--- src/rtl/alu_pkg.sv ---
package alu_pkg;

  typedef enum logic [2:0] {
    OP_ADD = 3'b000,
    OP_SUB = 3'b001,
    OP_MUL = 3'b010,
    OP_DIV = 3'b011,
    OP_AND = 3'b100,
    OP_OR  = 3'b101,
    OP_NOR = 3'b110,
    OP_NOT = 3'b111
  } alu_op_e;

  // Strobes from control to datapath.
  typedef struct packed {
    logic loadComb;  // capture a single-cycle result
    logic divInit;   // load dividend and divisor
    logic divStep;   // one restoring iteration
    logic divLast;   // final iteration, publish quotient
  } alu_strobe_t;

endpackage

--- src/rtl/alu_csel_adder.sv ---
module alu_csel_adder #(
  parameter int WIDTH = 16,
  parameter int SECT  = 4
) (
  input  logic [WIDTH-1:0] a,
  input  logic [WIDTH-1:0] b,
  input  logic             cin,
  output logic [WIDTH-1:0] sum,
  output logic             cout
);
  localparam int NSEC = WIDTH / SECT;

  function automatic logic [SECT:0] ripple(input logic [SECT-1:0] x,
                                           input logic [SECT-1:0] y,
                                           input logic c);
    logic [SECT:0] r;
    logic cc;
    cc = c;
    for (int i = 0; i < SECT; i++) begin
      r[i] = x[i] ^ y[i] ^ cc;
      cc   = (x[i] & y[i]) | (cc & (x[i] ^ y[i]));
    end
    r[SECT] = cc;
    return r;
  endfunction

  logic [NSEC:0] chain;
  assign chain[0] = cin;

  // Each section precomputes both carry-in cases; the real carry selects.
  for (genvar g = 0; g < NSEC; g++) begin : g_sect
    logic [SECT:0] sumC0, sumC1;
    assign sumC0 = ripple(a[g*SECT +: SECT], b[g*SECT +: SECT], 1'b0);
    assign sumC1 = ripple(a[g*SECT +: SECT], b[g*SECT +: SECT], 1'b1);
    assign sum[g*SECT +: SECT] = chain[g] ? sumC1[SECT-1:0] : sumC0[SECT-1:0];
    assign chain[g+1]          = chain[g] ? sumC1[SECT]     : sumC0[SECT];
  end

  assign cout = chain[NSEC];
endmodule

--- src/rtl/alu_colmul.sv ---
module alu_colmul #(
  parameter int WIDTH = 16
) (
  input  logic [WIDTH-1:0]   a,
  input  logic [WIDTH-1:0]   b,
  output logic [2*WIDTH-1:0] prod
);
  localparam int CW = $clog2(2*WIDTH) + 2;

  logic [CW-1:0] colSum [2*WIDTH];

  // Vertical-and-crosswise: column k collects every a[i]&b[j] with i+j==k.
  always_comb begin
    logic [CW-1:0] acc;
    logic [CW-1:0] carry;
    for (int k = 0; k < 2*WIDTH; k++) colSum[k] = '0;
    for (int i = 0; i < WIDTH; i++)
      for (int j = 0; j < WIDTH; j++)
        colSum[i+j] = colSum[i+j] + CW'(a[i] & b[j]);
    carry = '0;
    for (int k = 0; k < 2*WIDTH; k++) begin
      acc     = colSum[k] + carry;
      prod[k] = acc[0];
      carry   = acc >> 1;
    end
  end
endmodule

--- src/rtl/alu_ctrl.sv ---
module alu_ctrl
  import alu_pkg::*;
#(
  parameter int WIDTH = 16
) (
  input  logic        clk,
  input  logic        rst,
  input  logic        start,
  input  logic [2:0]  opcode,
  output alu_strobe_t strobe,
  output logic        busy,
  output logic        done
);
  localparam int CW = $clog2(WIDTH);

  typedef enum logic {ST_IDLE, ST_DIVIDE} ctrl_state_e;

  ctrl_state_e   state;
  logic [CW-1:0] stepCnt;
  logic          accepted;

  assign accepted        = start && (state == ST_IDLE);
  assign strobe.loadComb = accepted && (alu_op_e'(opcode) != OP_DIV);
  assign strobe.divInit  = accepted && (alu_op_e'(opcode) == OP_DIV);
  assign strobe.divStep  = (state == ST_DIVIDE);
  assign strobe.divLast  = strobe.divStep && (stepCnt == CW'(WIDTH-1));
  assign busy            = (state == ST_DIVIDE);

  always_ff @(posedge clk) begin
    if (rst) begin
      state   <= ST_IDLE;
      stepCnt <= '0;
      done    <= 1'b0;
    end else begin
      done <= strobe.loadComb | strobe.divLast;
      if (strobe.divInit) begin
        state   <= ST_DIVIDE;
        stepCnt <= '0;
      end else if (strobe.divLast) begin
        state <= ST_IDLE;
      end else if (strobe.divStep) begin
        stepCnt <= stepCnt + 1'b1;
      end
    end
  end
endmodule

--- src/rtl/alu_dpath.sv ---
module alu_dpath
  import alu_pkg::*;
#(
  parameter int WIDTH = 16,
  parameter int SECT  = 4
) (
  input  logic               clk,
  input  logic               rst,
  input  alu_strobe_t        strobe,
  input  logic [2:0]         opcode,
  input  logic [WIDTH-1:0]   opA,
  input  logic [WIDTH-1:0]   opB,
  output logic [2*WIDTH-1:0] result,
  output logic [WIDTH-1:0]   remainder,
  output logic               carryFlag,
  output logic               zeroFlag,
  output logic               divZeroFlag
);
  alu_op_e op;
  assign op = alu_op_e'(opcode);

  logic [WIDTH-1:0] divReg, remReg, quoReg;
  logic [WIDTH-1:0] shifted, addA, addB, addSum, remNext, quoNext;
  logic             addCin, addCout, accept;
  logic [2*WIDTH-1:0] product, combRes;
  logic             combCarry;

  // Shared adder: the divider owns it while iterating.
  assign shifted = {remReg[WIDTH-2:0], quoReg[WIDTH-1]};
  assign addA    = strobe.divStep ? shifted : opA;
  assign addB    = strobe.divStep ? ~divReg : ((op == OP_SUB) ? ~opB : opB);
  assign addCin  = strobe.divStep | (op == OP_SUB);

  alu_csel_adder #(.WIDTH(WIDTH), .SECT(SECT)) u_adder (
    .a(addA), .b(addB), .cin(addCin), .sum(addSum), .cout(addCout)
  );

  alu_colmul #(.WIDTH(WIDTH)) u_mul (.a(opA), .b(opB), .prod(product));

  // A bit shifted out of the partial remainder means it already exceeds the divisor.
  assign accept  = addCout | remReg[WIDTH-1];
  assign remNext = accept ? addSum : shifted;
  assign quoNext = {quoReg[WIDTH-2:0], accept};

  always_comb begin
    combRes   = '0;
    combCarry = 1'b0;
    unique case (op)
      OP_ADD: begin combRes[WIDTH-1:0] = addSum; combCarry = addCout;  end
      OP_SUB: begin combRes[WIDTH-1:0] = addSum; combCarry = ~addCout; end
      OP_MUL: combRes = product;
      OP_AND: combRes[WIDTH-1:0] = opA & opB;
      OP_OR:  combRes[WIDTH-1:0] = opA | opB;
      OP_NOR: combRes[WIDTH-1:0] = ~(opA | opB);
      OP_NOT: combRes[WIDTH-1:0] = ~opA;
      OP_DIV: combRes = '0;
    endcase
  end

  always_ff @(posedge clk) begin
    if (rst) begin
      result      <= '0;
      remainder   <= '0;
      carryFlag   <= 1'b0;
      zeroFlag    <= 1'b0;
      divZeroFlag <= 1'b0;
      divReg      <= '0;
      remReg      <= '0;
      quoReg      <= '0;
    end else if (strobe.loadComb) begin
      result      <= combRes;
      remainder   <= '0;
      carryFlag   <= combCarry;
      zeroFlag    <= (combRes == '0);
      divZeroFlag <= 1'b0;
    end else if (strobe.divInit) begin
      divReg <= opB;
      remReg <= '0;
      quoReg <= opA;
    end else if (strobe.divStep) begin
      remReg <= remNext;
      quoReg <= quoNext;
      if (strobe.divLast) begin
        result      <= {{WIDTH{1'b0}}, quoNext};
        remainder   <= remNext;
        carryFlag   <= 1'b0;
        zeroFlag    <= (quoNext == '0);
        divZeroFlag <= (divReg == '0);
      end
    end
  end
endmodule

--- src/rtl/shared_alu.sv ---
module shared_alu
  import alu_pkg::*;
#(
  parameter int WIDTH = 16,
  parameter int SECT  = 4
) (
  input  logic               clk,
  input  logic               rst,
  input  logic               start,
  input  logic [2:0]         opcode,
  input  logic [WIDTH-1:0]   opA,
  input  logic [WIDTH-1:0]   opB,
  output logic [2*WIDTH-1:0] result,
  output logic [WIDTH-1:0]   remainder,
  output logic               busy,
  output logic               done,
  output logic               carryFlag,
  output logic               zeroFlag,
  output logic               divZeroFlag
);
  alu_strobe_t strobe;

  alu_ctrl #(.WIDTH(WIDTH)) u_ctrl (
    .clk(clk), .rst(rst), .start(start), .opcode(opcode),
    .strobe(strobe), .busy(busy), .done(done)
  );

  alu_dpath #(.WIDTH(WIDTH), .SECT(SECT)) u_dpath (
    .clk(clk), .rst(rst), .strobe(strobe), .opcode(opcode),
    .opA(opA), .opB(opB), .result(result), .remainder(remainder),
    .carryFlag(carryFlag), .zeroFlag(zeroFlag), .divZeroFlag(divZeroFlag)
  );
endmodule

--- config.mk ---
export PLATFORM = sky130hd
export DESIGN_NAME = shared_alu
export DESIGN_NICKNAME = d
export VERILOG_FILES = /design/src/rtl/alu_pkg.sv /design/src/rtl/alu_csel_adder.sv /design/src/rtl/alu_colmul.sv /design/src/rtl/alu_ctrl.sv /design/src/rtl/alu_dpath.sv /design/src/rtl/shared_alu.sv
export SDC_FILE = /design/constraint.sdc
export NUM_CORES = 1
export LEC_CHECK = 0
export ABC_AREA = 1
export BUFFER_PORTS_ARGS = -buffer_cell sky130_fd_sc_hd__buf_4
export CAP_MARGIN = 0
export CORE_ASPECT_RATIO = 0.5
export CORE_MARGIN = 2
export CORE_UTILIZATION = 40
export CTS_BUF_LIST = sky130_fd_sc_hd__clkbuf_4 sky130_fd_sc_hd__clkbuf_8
export CTS_CLUSTER_SIZE = 28
export DETAILED_ROUTE_END_ITERATION = 6
export GPL_TIMING_DRIVEN = 0
export PLACE_DENSITY_LB_ADDON = 0.12
export SLEW_MARGIN = 15
export SYNTH_ARGS = -nofsm -noshare
export SYNTH_HDL_FRONTEND = slang
export SYNTH_SLANG_ARGS = --single-unit
--- constraint.sdc ---
create_clock -name clk -period 178.2 [get_ports clk]
set_input_delay 35.64 -clock clk [delete_from_list [all_inputs] [get_ports clk]]
set_output_delay 35.64 -clock clk [all_outputs]
set_load 0.02 [all_outputs]
==> results.py <==
metrics = {
    "status": {
        "status": "finished clean",
    },
    "layout": {
        "antenna_cells": 0,
        "final_common_cell": "nand2_1",
        "drive_gt1_frac": 0.06688,
        "final_cell_mix": "nand2_1, inv_1, fa_1",
        "final_cell_area_sq_mm": 0.01681,
        "area_growth_pct": 9.141,
        "fin_nets": 2572,
    },
    "die": {
        "initial_core_util": 0.4089,
        "die-area_sq_mm": 0.04018,
        "core_sq_mm": 0.03766,
        "die_y_um": 142.7,
        "io_pins": 91,
        "fp.dieW_um": 281.5,
        "num_rows": 50,
    },
    "synthesis": {
        "synth_fp_nets": 2487,
        "synth_top_area_share": 0.2366,
        "syn_inst": 2093,
        "yosysWarnings": 0,
        "synth_seq_area_share": 0.1365,
        "synthDistinctLibCells": 53,
        "synth_top_family_by_area": "adder cells",
        "avgSynthCellArea_sq_um": 7.358,
        "yosys.area_share.simple": 0.1818,
        "synthMuxAreaShare": 0.001300,
        "synthTopCellsByArea": "fa_1, ha_1, dfxtp_1, nand2_1, inv_1",
        "netlist_area_sq_mm": 0.01540,
        "synth-adder-area-share": 0.3780,
        "synthXorXnorAreaFrac": 0.03583,
        "synth.largest_area_cell": "fa_1",
        "ys_seq_elements": 105,
        "synth_compound_area_frac": 0.1324,
    },
    "route": {
        "routed_via_density": 5.186,
        "final_antenna_net_count": 0,
        "dr.pass1.iters": 6,
        "drc": 0,
        "wl_per_cell_um": 18.91,
        "drt-total-wl_um": 51130,
        "drt_iter0_markers": 1290,
        "vias": 14020,
    },
    "grt": {
        "grt_pass1_wl_um": 79560,
        "overflow": 0,
        "grt_max_degree": 16,
        "antenna_found_initial": 0,
        "grt_use_total": 0.2609,
        "grt_pass1_vias": 13760,
    },
    "timing": {
        "fmax_mhz": 10.93,
        "rsz0062_at_grt": "no",
        "worst_pin_slew_ps": 1159,
        "fin_tns_setup_ps": 0,
        "hold_viol": 0,
        "fin_skew_ps": 13.55,
        "drv_slew": 0,
        "period_share": 0.5134,
        "maxSlewHeadroom": 0.2276,
        "fin_crit_ps": 91500,
        "setup_viol": 0,
    },
    "worst_setup_path": {
        "crit_slowest_cell": "clkbuf_1",
        "cp.buffers_inverters": 38,
        "critical_path_arrival_ps": 91820,
        "cpPeakStageDelay_ps": 610,
        "crit_family": "adder cells",
        "end_kind": "flop",
        "critPathMaxFanout": 10,
        "cp.required_ps": 178520,
        "critPathKind": "in2reg",
        "start_kind": "primary input",
        "crit_top_cell": "fa_1",
    },
    "clock_network": {
        "cts.sinks": 105,
        "cts_buffers": 9,
        "htreeDepth": 3,
        "cts_resized": 0,
        "hold_buffers": 0,
        "post_cts.repair.setup_buffers": 0,
        "clock_latency_ps": 390,
        "clk_path_buf_depth": 2,
        "cts_tree": "done",
        "cts_root_buffer": "clkbuf_8",
        "cts.clk_slew.worst_paths_ps": 110,
    },
    "hold_path": {
        "hold_class": "reg2reg",
    },
    "place": {
        "gp_congestion": 0.9700,
        "place_area_sq_mm": 0.01661,
        "hpwl_um": 41060,
        "port_buffers": 74,
    },
    "run": {
        "cap_violations": 0,
    },
}
sequential cells by signal, summed over array words and instances (netlist names):
register	flops
u_ctrl.busy	1
u_dpath.zeroFlag	1
u_ctrl.done	1
u_dpath.remainder	16
u_ctrl.stepCnt	4
u_dpath.carryFlag	1
u_dpath.result	32
u_dpath.quoReg	16
u_dpath.divZeroFlag	1
u_dpath.divReg	16
u_dpath.remReg	16
cells by family after synthesis:
family	Yosys count
xor gates and xnor gates	63
buffers and inverters	549
AOI/OAI and AO/OA	355
adders and majority gates	356
and+or+nand+nor	663
muxes	2
DFF	105
area by class of cell:
type,count,area (sq um)
inverters,434,1630
fillers,4025,20850
repair buffers,74,555.5
well taps,520,650.6
plain buffers,115,436.7
clock inverters,1,7.507
flip-flops and latches,105,2102
multi-input cells,1439,11230
clock buffers,15,193.9
layer usage:
layer	GRT usage	vias to the layer above	part of all wire
li1	-	6708	-
met1	0.3709	6743	0.46
met2	0.4118	494	0.44
met3	0.04188	74	0.076
met4	0.06943	0	0.025
met5	0	-	0
synthesized netlist by cell type (all sizes together):
cell	n
nand2	438
inv	431
fa	182
ha	174
o21ai	133
a21oi	128
nor2	123
dfxtp	105
clkbuf	94
nand3	57
xor2	45
buf	21
a221oi	19
xnor2	18
o22ai	17
a211oi	14
o2111ai	13
a31oi	11
nand4	11
nor4	11
or2	10
and2	7
a21o	6
nor3	5
clkinv	3
o21bai	3
o41ai	3
a21boi	2
mux2i	2
o211ai	2
a2111oi	1
a22oi	1
a32oi	1
a41oi	1
and3	1
worst min-delay path: cells and delay by family, from the launching register on:
family	cells	cell delay (ps)
compound gates	1	50
flops	1	330
simple gates	1	60
path summary, 6_finish.rpt:
check                                                     start                         endpoint  slack [ps]  depth (start not counted)
worst max-delay path                                     opB[2]    u_dpath.zeroFlag$_SDFFE_PP0P_       86700                        164
worst min-delay path            u_dpath.result[18]$_SDFFE_PP0P_  u_dpath.result[18]$_SDFFE_PP0P_         470                          2
worst max register to register         u_ctrl.busy$_SDFFE_PP0P_   u_dpath.remReg[5]$_SDFFE_PP0P_      169470                         34
worst min register to register  u_dpath.result[18]$_SDFFE_PP0P_  u_dpath.result[18]$_SDFFE_PP0P_         470                          2
through the flow:
step,utilization,std cells,hold slack (ps),worst slack [ps]
final,0.4463,2703,472.1,86700
after global routing,0.4463,2703,485.3,84900
after CTS,0.4463,2703,474.2,86630
after detailed placement,0.4409,2687,459.1,86350
after global placement,0.4409,2687,451.6,86500
after floorplan,-,2093,438.6,89720
Power is left out: the tool's default activity adds up to more than one toggle a clock period on the data nets, which glitch-free logic cannot reach.
